$ cat src/rtl/timer_bank_pkg.sv
package timer_bank_pkg;

  localparam int PS_LSB   = 0;
  localparam int CHAIN_B  = 2;
  localparam int IRQEN_B  = 6;
  localparam int RUN_B    = 7;
  localparam int CTRL_W   = 8;

  typedef struct packed {
    logic       run;
    logic       irq_en;
    logic       chain;
    logic [1:0] div_sel;
  } tmr_ctrl_t;

  function automatic tmr_ctrl_t unpack_ctrl(input logic [CTRL_W-1:0] raw);
    tmr_ctrl_t c;
    c.run     = raw[RUN_B];
    c.irq_en  = raw[IRQEN_B];
    c.chain   = raw[CHAIN_B];
    c.div_sel = raw[PS_LSB +: 2];
    return c;
  endfunction

  function automatic int unsigned div_shift(input logic [1:0] sel);
    case (sel)
      2'd0:    return 0;
      2'd1:    return 6;
      2'd2:    return 8;
      default: return 10;
    endcase
  endfunction

endpackage

$ cat src/rtl/timer_prescaler.sv
module timer_prescaler #(
  parameter int DIV_W = 10
) (
  input  logic       clk,
  input  logic       rst,
  input  logic       run,
  input  logic       start,
  input  logic       tick_en,
  input  logic [1:0] sel,
  output logic       pulse
);
  import timer_bank_pkg::*;

  logic [DIV_W-1:0] div_q;
  logic [DIV_W-1:0] mask;

  always_comb begin
    mask = DIV_W'((1 << div_shift(sel)) - 1);
  end

  always_ff @(posedge clk) begin
    if (rst || start) begin
      div_q <= '0;
    end else if (run && tick_en) begin
      div_q <= div_q + 1'b1;
    end
  end

  assign pulse = run && tick_en && ((div_q & mask) == mask);

endmodule

$ cat src/rtl/timer_channel.sv
module timer_channel #(
  parameter int CNT_W = 16,
  parameter int DIV_W = 10
) (
  input  logic             clk,
  input  logic             rst,
  input  logic             wr_reload,
  input  logic             wr_cfg,
  input  logic [CNT_W-1:0] wr_data,
  input  logic             tick_en,
  input  logic             carry_in,
  output logic [CNT_W-1:0] count_o,
  output logic [CNT_W-1:0] reload_o,
  output logic             run_o,
  output logic             chain_o,
  output logic             irq_en_o,
  output logic             ovf_o
);
  import timer_bank_pkg::*;

  tmr_ctrl_t        ctrl_q;
  tmr_ctrl_t        ctrl_new;
  logic [CNT_W-1:0] cnt_q;
  logic [CNT_W-1:0] reload_q;
  logic             start;
  logic             div_pulse;
  logic             step;

  assign ctrl_new = unpack_ctrl(wr_data[CTRL_W-1:0]);
  assign start    = wr_cfg && ctrl_new.run && !ctrl_q.run;

  timer_prescaler #(.DIV_W(DIV_W)) u_div (
    .clk     (clk),
    .rst     (rst),
    .run     (ctrl_q.run),
    .start   (start),
    .tick_en (tick_en),
    .sel     (ctrl_q.div_sel),
    .pulse   (div_pulse)
  );

  assign step  = ctrl_q.run && (ctrl_q.chain ? carry_in : div_pulse);
  assign ovf_o = step && (cnt_q == {CNT_W{1'b1}});

  always_ff @(posedge clk) begin
    if (rst) begin
      ctrl_q   <= '0;
      reload_q <= '0;
      cnt_q    <= '0;
    end else begin
      if (wr_reload) reload_q <= wr_data;
      if (wr_cfg)    ctrl_q   <= ctrl_new;
      if (start) begin
        cnt_q <= reload_q;
      end else if (ovf_o) begin
        cnt_q <= reload_q;
      end else if (step) begin
        cnt_q <= cnt_q + 1'b1;
      end
    end
  end

  assign count_o  = cnt_q;
  assign reload_o = reload_q;
  assign run_o    = ctrl_q.run;
  assign chain_o  = ctrl_q.chain;
  assign irq_en_o = ctrl_q.irq_en;

endmodule

$ cat src/rtl/timer_bank.sv
module timer_bank #(
  parameter int N_CH  = 4,
  parameter int CNT_W = 16,
  parameter int DIV_W = 10,
  localparam int CH_W = (N_CH > 1) ? $clog2(N_CH) : 1
) (
  input  logic             clk,
  input  logic             rst,
  input  logic             tick_en,
  input  logic             wr_en,
  input  logic             wr_ctrl,
  input  logic [CH_W-1:0]  wr_ch,
  input  logic [CNT_W-1:0] wr_data,
  input  logic [CH_W-1:0]  rd_ch,
  output logic [CNT_W-1:0] rd_data,
  output logic [N_CH-1:0]  irq
);

  logic [N_CH-1:0][CNT_W-1:0] cnt_v;
  logic [N_CH-1:0][CNT_W-1:0] reload_v;
  logic [N_CH-1:0]            run_v;
  logic [N_CH-1:0]            casc_v;
  logic [N_CH-1:0]            ien_v;
  logic [N_CH-1:0]            ovf_v;
  logic [CNT_W-1:0]           rd_q;
  logic [N_CH-1:0]            irq_q;

  for (genvar i = 0; i < N_CH; i++) begin : g_ch
    logic carry;
    logic ovf_l;
    logic sel_hit;

    assign sel_hit = wr_en && (wr_ch == CH_W'(i));

    if (i == 0) begin : g_first
      assign carry = 1'b0;
    end else begin : g_link
      assign carry = g_ch[i-1].ovf_l;
    end

    timer_channel #(.CNT_W(CNT_W), .DIV_W(DIV_W)) u_chan (
      .clk       (clk),
      .rst       (rst),
      .wr_reload (sel_hit && !wr_ctrl),
      .wr_cfg    (sel_hit && wr_ctrl),
      .wr_data   (wr_data),
      .tick_en   (tick_en),
      .carry_in  (carry),
      .count_o   (cnt_v[i]),
      .reload_o  (reload_v[i]),
      .run_o     (run_v[i]),
      .chain_o   (casc_v[i]),
      .irq_en_o  (ien_v[i]),
      .ovf_o     (ovf_l)
    );

    assign ovf_v[i] = ovf_l;
  end

  always_ff @(posedge clk) begin
    if (rst) begin
      rd_q  <= '0;
      irq_q <= '0;
    end else begin
      rd_q  <= cnt_v[rd_ch];
      irq_q <= ovf_v & ien_v;
    end
  end

  assign rd_data = rd_q;
  assign irq     = irq_q;

endmodule

$ cat config.mk
export PLATFORM = sky130hd
export DESIGN_NAME = timer_bank
export DESIGN_NICKNAME = d
export VERILOG_FILES = /design/src/rtl/timer_bank_pkg.sv /design/src/rtl/timer_prescaler.sv /design/src/rtl/timer_channel.sv /design/src/rtl/timer_bank.sv
export SDC_FILE = /design/constraint.sdc
export NUM_CORES = 1
export LEC_CHECK = 0
export BUFFER_PORTS_ARGS = -buffer_cell sky130_fd_sc_hd__buf_2
export CAP_MARGIN = 30
export CORE_UTILIZATION = 30
export CTS_BUF_LIST = sky130_fd_sc_hd__clkbuf_8
export DETAILED_ROUTE_END_ITERATION = 8
export HOLD_SLACK_MARGIN = 0.03
export PLACE_DENSITY_LB_ADDON = 0.1
export SKIP_LAST_GASP = 1
export SYNTH_ARGS = -nofsm -noshare
export SYNTH_HDL_FRONTEND = slang
export SYNTH_SLANG_ARGS = --single-unit
$ cat constraint.sdc
create_clock -name clk -period 3 [get_ports clk]
set_input_delay 0.15 -clock clk [delete_from_list [all_inputs] [get_ports clk]]
set_output_delay 0.15 -clock clk [all_outputs]
set_load 0.05 [all_outputs]
==> summary.txt, run 1 <==
Most common cell in the netlist: nand2_1
Post-CTS Setup Bufs: 0
Final Net Count: 1355
Row cnt: 66
Detailed Route WL: 36.4 mm
Vias per inst: 5.25
# setup viols final: 0
Slew Viols, Final: 0
Worst path max stage delay: 0.46 ns
Crit Reg-Reg Startpoint: g_ch[3].u_chan.count_o[1]
GRT Total Usage: 0.215
Setup ws final: 0.191 ns
RD Place Congestion: 0.860
Crit path time final: 2.81 ns
Distinct cells, synth: 81
Main combinational cell family by area after synthesis: simple AND/OR/NAND/NOR gates
Area of the multi-input gates: 0.00563 mm²
Worst path cell trace: ha_1 > nand3_2 > nor4_4 > nand4_2 > or3_4 > nor4b_4 > buf_4 > o2111ai_1 > nand3_1
Fraction of registers with async set/reset: 0
CP top delay family: simple AND/OR/NAND/NOR gates
Area share of the largest cell type after synthesis: 0.410
HP Start: wr_en
Vias in the first global route: 9164
Share of post-route cells with drive strength above 1: 0.168
Worst-path clk slew: 0.06 ns
Die ar.: 0.0346 mm²
Antenna Violating Nets Remaining: 0
Hold Path End: g_ch[2].u_chan.reload_o[6]
Pre-antenna DRT Iters: 7
Root Driver: clkbuf_8
Buf+Inv Stages, Crit Path: 1
Setup slack, reg-to-reg: 0.19 ns
Total chip power: 6040 µW
Number of synthesized flops with an enable pin: 0
Avg Cell Area, Syn: 8.31 µm²
Die W: 186 µm
DP Worst Slack: 0.200 ns
Crit path DAT: 3.29 ns
Pleak: 0.00442 µW
Global route overflow: 0
Worst path slowest cell: dfxtp_1
Status: complete, no violations
Antenna fix cells: 0
Mux contribution to synthesized area: 0.0705
Worst Path Required: 3.48 ns
Sequential cell area: 0.00416 mm²
Setup TNS: 0 ns
Ys flop type: dfxtp_1
Worst Max-Slew Pin Slew: 0.873 ns
Number of I/O port buffers: 44
Cells after Synth: 1221
MaxCap Viol Count: 0
DP HPWL: 25.7 mm
Largest area contributor in the netlist: dfxtp_1
Core ar.: 0.0329 mm²
First-pass GRT wire length: 56.2 mm
Adder-Cell Fraction of Synth Area: 0.00986
Rel. slew slack: 0.416
Syn_nets: 1254
Most frequent cells after synthesis: nand2_1 (209), dfxtp_1 (208), nor2_1 (106)
Layout overhead on the synthesized area: 20.2%
Clock buffer count from CTS: 41
Compound-Gate Fraction of Synth Area: 0.181
Number of synthesis warnings: 0
Clk_skew: 0.0292 ns
Die Ht: 186 µm
RSZ-0062 raised after global routing: false
Seq/Total Area, Yosys: 0.410
Xor/xnor cell area share of the yosys netlist: 0.0293
Layout fillers: 3455
Hold Crit Depth: 5
Final Cycle Share: 0.936
Top Ports: 45
# clock sinks: 208
Initial Utilization: 0.308
Clk buf depth: 3
Critical Setup Path Class: reg2reg
Power density cells: 495 mW/mm²
Initial antenna violation count: 0
Seq cells post-synth: 208
Hold WC Path Type: in2reg
Startpoint types: flop
Area contributors post-synth: dfxtp_1 (41%), nand2_1 (7.7%), a21oi_1 (5.1%)
R2R depth: 9
FF-to-FF End: g_ch[3].u_chan.count_o[5]
Critical path fanouts, max: 6
H-tree Lvls: 2
Simple-gate area share of the yosys netlist: 0.262
Crit end category: flop
Clock Latency Late Sink: 0.55 ns
CTS tree: done
Largest net degree at the start of global routing: 53
WL/cell: 20.3 µm
Via count: 9411
Worst vdd ir: 0.291 mV
Endpoints failing hold: 0
Starting DRT DRC Count: 769
Fmax: 356 MHz
Syn Std Cell Area: 0.0101 mm²
Post-route DRC violation count: 0
[metal layers]
metal	share of wire	track usage	vias to the layer above
li1	-	-	4588
met1	0.48	0.292	4568
met2	0.47	0.356	203
met3	0.033	0.0272	52
met4	0.022	0.0607	0
met5	0	0	-
[placed cells by master, fill, tap and decap left out, types with 6 or more instances in the layout]
master	instances
clkbuf_8	52
o2111ai_1	15
ha_1	8
mux4_2	15
a21boi_0	12
o21ai_0	47
a21oi_1	103
nor4b_1	6
dfxtp_1	208
and2_1	23
buf_4	66
or3_1	10
buf_2	43
mux2i_1	25
nor2_1	106
and3_1	13
nand3_1	57
mux2_2	7
nand4_1	18
xor2_1	21
xnor2_1	13
nor4_1	12
a31oi_1	15
o211ai_1	21
inv_1	33
dlygate4sd3_1	26
a211oi_1	6
nor3_1	32
nand2_1	209
a22oi_1	14
nor2b_1	10
[where the power goes]
part | total [µW] | internal (µW) | switching (µW) | leakage (µW)
logic | 367 | 124 | 243 | 0.00227
registers | 2830 | 2800 | 31.4 | 0.00168
clock network | 2840 | 1550 | 1290 | 0.000470
total | 6040 | 4470 | 1570 | 0.00442
[state kept, by name, indices dropped and copies added, names as in the netlist]
register                 flops
g_ch.u_chan.count_o         64
g_ch.u_chan.irq_en_o         4
rd_data                     16
irq                          4
g_ch.u_chan.u_div.div_q     40
g_ch.u_chan.reload_o        64
g_ch.u_chan.run_o            4
g_ch.u_chan.ctrl_q           8
g_ch.u_chan.chain_o          4
[cells by family (layout without fill, tap and decap cells)]
group	count (synthesis)	in the layout
adders and majority gates	8	8
DFF	208	208
and+or+nand+nor	544	544
buffers and inverters	96	226
muxes	50	50
AOI/OAI and AO/OA	281	281
xor gates and xnor gates	34	34
[timing repair]
action | in CTS | in global routing
endpoints found under the hold margin | 67 | 0
endpoints found under the setup margin | 0 | 9
resized for setup | 0 | 2
hold buffers | 26 | 0
[tightest hold or removal path: stages]
cell and delay (ns):
buf_2 0.14, nand2_1 0.10, nor3_2 0.06, nand2_1 0.06, a21oi_1 0.05
[through the flow]
stage               utilization  cells  cell area [µm²]  hold WS (ns)
detailed placement        0.338   1695            11100         0.445
CTS                       0.370   1793            12200        0.0406
floorplan                     -   1221            10100         0.286
global placement          0.338   1694            11100         0.442
finish                    0.370   1793            12200        0.0634
global route              0.370   1793            12200         0.105
[layout make-up]
cell class / instances / area share
flip-flops and latches: 208 / 0.341
repair buffers: 136 / 0.0812
clock inverters: 20 / 0.00687
inverters: 18 / 0.00554
clock buffers: 52 / 0.0586
well taps: 442 / 0.0453
multi-input cells: 917 / 0.461
[how the worst max path moves through the flow]
stage               cells after the start  slack [ns]                      start                    endpoint
floorplan                               9        0.58  g_ch[0].u_chan.count_o[0]  g_ch[2].u_chan.count_o[12]
global placement                        8        0.24  g_ch[1].u_chan.count_o[0]  g_ch[2].u_chan.count_o[11]
detailed placement                     10        0.20  g_ch[0].u_chan.count_o[0]   g_ch[1].u_chan.count_o[7]
CTS                                    10        0.19  g_ch[0].u_chan.count_o[0]   g_ch[1].u_chan.count_o[7]
global route                           10        0.01  g_ch[0].u_chan.count_o[0]   g_ch[1].u_chan.count_o[7]
finish                                  9        0.19  g_ch[3].u_chan.count_o[1]   g_ch[3].u_chan.count_o[5]
Power figures use the tool's default switching activity.
==> run 2: changes to the inputs <==
--- a/config.mk
+++ b/config.mk
@@ -7,7 +7,7 @@
 export LEC_CHECK = 0
 export BUFFER_PORTS_ARGS = -buffer_cell sky130_fd_sc_hd__buf_2
 export CAP_MARGIN = 30
-export CORE_UTILIZATION = 30
+export CORE_UTILIZATION = 40
 export CTS_BUF_LIST = sky130_fd_sc_hd__clkbuf_8
 export DETAILED_ROUTE_END_ITERATION = 8
 export HOLD_SLACK_MARGIN = 0.03
==> summary.txt, run 2 (synthesized netlist as in run 1, its figures left out) <==
Final Cycle Share: 0.940
Pre-antenna DRT Iters: 5
Worst Path Required: 3.47 ns
Global route overflow: 0
Cell Area, Placed: 0.0108 mm²
Share of post-route cells with drive strength above 1: 0.148
First-pass GRT wire length: 49.9 mm
Die ar.: 0.0260 mm²
Final instance area: 0.0117 mm²
Worst Max-Slew Pin Slew: 1.00 ns
Placed cell count: 1550
MaxCap Viol Count: 0
Antenna Violating Nets Remaining: 0
Worst path cell trace: ha_1 > nand3_1 > nor4_1 > o211a_2 > o21a_2 > a21oi_1 > or4_1 > a31oi_1
Pleak: 0.00419 µW
RSZ-0062 raised after global routing: false
GR Util met1: 0.353
Crit end category: flop
Crit path DAT: 3.29 ns
Post-CTS Setup Bufs: 0
Endpoints failing hold: 0
Crit path time final: 2.82 ns
Die W: 161 µm
Most common cell after layout, fill and taps aside: nand2_1
Initial antenna violation count: 0
Top Ports: 45
Initial Utilization: 0.413
Vias in the first global route: 8566
Vias per inst: 5.66
Commonest non-fill, non-tap cells in the layout: nand2_1 (209), dfxtp_1 (208), nor2_1 (106), a21oi_1 (103), nand3_1 (57)
Final Net Count: 1318
Worst path slowest cell: or4_1
Startpoint types: flop
Antenna fix cells: 0
Status: complete, no violations
Detailed Route WL: 31.9 mm
Hold Worst Slack: 0.133 ns
Post-route DRC violation count: 0
Power density cells: 496 mW/mm²
Layout overhead on the synthesized area: 15.4%
# clock sinks: 208
Root Driver: clkbuf_8
Non-filler cells, final: 1635
CTS tree: done
Largest net degree at the start of global routing: 69
Global-route track usage on met2: 0.373
Critical path fanouts, max: 8
Clock buffer count from CTS: 39
Core ar.: 0.0246 mm²
RD Place Congestion: 0.891
Rel. slew slack: 0.331
Clk_skew: 0.0245 ns
Die Ht: 161 µm
Met3 GRT Util: 0.0408
WL/cell: 19.5 µm
Gr busiest metal: met2
Row cnt: 57
Critical Setup Path Class: reg2reg
# setup viols final: 0
Fmax: 355 MHz
Worst-path clk slew: 0.06 ns
Hold WC Path Type: in2reg
DP HPWL: 22.8 mm
Clock Latency Late Sink: 0.55 ns
Worst path max stage delay: 0.54 ns
Number of I/O port buffers: 44
Starting DRT DRC Count: 784
Via count: 9252
Slew Viols, Final: 0
Setup TNS: 0 ns
Worst vdd ir: 0.288 mV
GRT Total Usage: 0.248
H-tree Lvls: 2
Clk buf depth: 3
Layout fillers: 2468
## run 2: routing by layer
layer  part of all wire  up-vias
li1                   -     4506
met5                  0        -
met1               0.47     4381
met4              0.032        0
met3              0.062       57
met2               0.43      308
## run 2: critical path: cells and delay by family (launching register included)
kind / cells / cell delay (ns)
AO/OA/AOI/OAI: 4 / 1.00
adder cells (fa/ha/maj): 1 / 0.22
flip-flops: 1 / 0.39
AND/OR/NAND/NOR: 3 / 1.14
## run 2: where the power goes
part | internal, µW | switching, µW | leakage, µW
registers | 2800 | 42.1 | 0.00168
clock network | 1440 | 1200 | 0.000438
logic | 109 | 217 | 0.00208
total | 4350 | 1460 | 0.00419
## run 2: worst paths after layout
kind | startpoint | end | slack, ns | cells after the start
max reg2reg | g_ch[0].u_chan.count_o[0] | g_ch[2].u_chan.count_o[11] | 0.18 | 8
max | g_ch[0].u_chan.count_o[0] | g_ch[2].u_chan.count_o[11] | 0.18 | 8
min | tick_en | g_ch[1].u_chan.u_div.div_q[1] | 0.13 | 4
min reg2reg | g_ch[3].u_chan.irq_en_o | irq[3] | 0.45 | 2
## run 2: layout make-up
type	instances	area (µm²)	area share
Timing Repair Buffer	101	708	0.0605
Clock buffer	48	661	0.0564
Multi-Input combinational cell	917	5620	0.480
Inverter	18	67.6	0.00577
Tap cell	324	405	0.0346
Clock inverter	19	82.6	0.00705
Sequential cell	208	4160	0.356
## run 2: timing repair
action,in CTS,in global routing
endpoints found under the setup margin,0,5
resized for setup,0,1
hold endpoints to repair,64,0
hold buffers,18,0
## run 2: metrics by stage
step           power [µW]  setup WS [ns]  utilization
2_1_floorplan        3080          0.575            -
3_3_place_gp         3210          0.256        0.438
3_5_place_dp         3210          0.173        0.438
4_1_cts              5880          0.155        0.476
5_1_grt              6040        0.00241        0.476
6_report             5810          0.181        0.476
==> run 3: changes to the inputs <==
--- a/config.mk
+++ b/config.mk
@@ -12,6 +12,7 @@
 export DETAILED_ROUTE_END_ITERATION = 8
 export HOLD_SLACK_MARGIN = 0.03
 export PLACE_DENSITY_LB_ADDON = 0.1
+export REMOVE_ABC_BUFFERS = 1
 export SKIP_LAST_GASP = 1
 export SYNTH_ARGS = -nofsm -noshare
 export SYNTH_HDL_FRONTEND = slang
==> summary.txt, run 3 (synthesized netlist as in run 1, its figures left out) <==
Status: complete, no violations
Hold Crit Depth: 3
# setup viols final: 0
Worst Max-Slew Pin Slew: 0.757 ns
Layout fillers: 2500
Largest net degree at the start of global routing: 99
Non-filler cells, final: 1640
Endpoints failing hold: 0
Power density cells: 513 mW/mm²
Most used cell, CP: o211ai_1
Detailed Route WL: 32.5 mm
DP HPWL: 22.5 mm
Startpoint types: flop
Number of I/O port buffers: 44
CTS tree: done
Hold WC Path Type: in2reg
R2R depth: 8
RD Place Congestion: 0.889
Die W: 161 µm
Die ar.: 0.0260 mm²
Placed cell count: 1558
Worst-path clk slew: 0.06 ns
GRT Total Usage: 0.252
Total chip power: 6060 µW
Worst Path Required: 3.40 ns
RSZ-0062 raised after global routing: false
Most common cell after layout, fill and taps aside: nand2_1
MaxCap Viol Count: 0
Global route overflow: 0
Post-route DRC violation count: 0
WL/cell: 19.8 µm
Pleak: 0.00424 µW
Starting DRT DRC Count: 787
CP top delay family: compound AO/OA/AOI/OAI gates
Worst path max stage delay: 0.43 ns
Core ar.: 0.0246 mm²
Worst vdd ir: 0.263 mV
Worst path cell trace: ha_1 > nand3_1 > nor4_2 > o211a_2 > o211ai_1 > o21a_1 > o211ai_1 > a311oi_2
Worst path slowest cell: o21a_1
Clock buffer count from CTS: 39
Root Driver: clkbuf_8
Commonest non-fill, non-tap cells in the layout: nand2_1 (209), dfxtp_1 (208), nor2_1 (106), a21oi_1 (103), nand3_1 (57)
Final Net Count: 1323
Buf+Inv Stages, Crit Path: 0
H-tree Lvls: 2
Top Ports: 45
Initial Utilization: 0.413
Clock Latency Late Sink: 0.54 ns
Crit path DAT: 3.12 ns
Critical path fanouts, max: 10
Antenna Violating Nets Remaining: 0
Crit path time final: 2.73 ns
Setup TNS: 0 ns
Share of post-route cells with drive strength above 1: 0.157
Fmax: 367 MHz
Row cnt: 57
Layout overhead on the synthesized area: 16.4%
Pre-antenna DRT Iters: 5
Critical Setup Path Class: reg2reg
Crit end category: flop
Via count: 9382
WP depth: 8
Clk_skew: 0.0266 ns
Slew Viols, Final: 0
Vias in the first global route: 8645
Final Cycle Share: 0.909
Vias per inst: 5.72
Die Ht: 161 µm
First-pass GRT wire length: 50.5 mm
Initial antenna violation count: 1
# clock sinks: 208
Clk buf depth: 3
Rel. slew slack: 0.494
[run 3: cell types whose count changed in the layout (fill, tap and decap cells not counted), sizes merged]
cell,change
inv,-6
diode,+1
bufinv,+2
clkinvlp,-1
dlygate4sd3,-3
buf,+8
clkinv,+2
clkbuf,+2
[run 3: worst paths after layout]
path | startpoint | to | slack (ns)
worst min register to register | g_ch[3].u_chan.irq_en_o | irq[3] | 0.45
worst max register to register | g_ch[0].u_chan.count_o[0] | g_ch[3].u_chan.count_o[1] | 0.27
worst min-delay path | wr_data[6] | g_ch[3].u_chan.reload_o[6] | 0.07
worst max-delay path | g_ch[0].u_chan.count_o[0] | g_ch[3].u_chan.count_o[1] | 0.27
[run 3: power by group]
| part | total [µW] | internal [µW] | switching, µW |
|---|---|---|---|
| registers | 2840 | 2800 | 34.4 |
| logic | 343 | 113 | 230 |
| clock network | 2880 | 1660 | 1220 |
[run 3: cell type report]
cell class / count / area (µm²) / share of cell area
antenna: 1 / 2.50 / 0.000212
multi-input combinational: 917 / 5630 / 0.476
clock buffer: 50 / 688 / 0.0582
inverter: 18 / 67.6 / 0.00572
timing repair buffer: 106 / 742 / 0.0628
tap: 324 / 405 / 0.0343
sequential: 208 / 4160 / 0.352
clock inverter: 16 / 118 / 0.00995
[run 3: per-layer routing]
layer | global-route usage | share of wire | vias to the layer above
met2 | 0.369 | 0.43 | 317
met3 | 0.0521 | 0.066 | 63
met5 | 0 | 0 | -
met1 | 0.365 | 0.48 | 4480
met4 | 0.0866 | 0.025 | 0
li1 | - | - | 4522
[run 3: what timing repair did]
| item | 4_1_cts | 5_1_grt |
|---|---|---|
| setup buffers | 0 | 0 |
| hold buffers | 15 | 0 |
| endpoints found under the hold margin | 57 | 0 |
| resized for setup | 0 | 2 |
| setup endpoints to repair | 0 | 22 |
[run 3: worst register-to-register path, stage by stage (launching register included)]
cell      delay [ns]
dfxtp_1         0.38
ha_1            0.20
nand3_1         0.18
nor4_2          0.37
o211a_2         0.37
o211ai_1        0.27
o21a_1          0.43
o211ai_1        0.27
a311oi_2        0.12
[run 3: metrics by stage]
step                hold WS [ns]  setup slack, ns  instance area [µm²]   util
CTS                       0.0522            0.157                11800  0.480
finish                    0.0729            0.273                11800  0.480
floorplan                  0.218            0.126                 9840      -
global route              0.0747          0.00740                11800  0.480
detailed placement         0.447            0.181                10900  0.441
global placement           0.442            0.322                10800  0.440
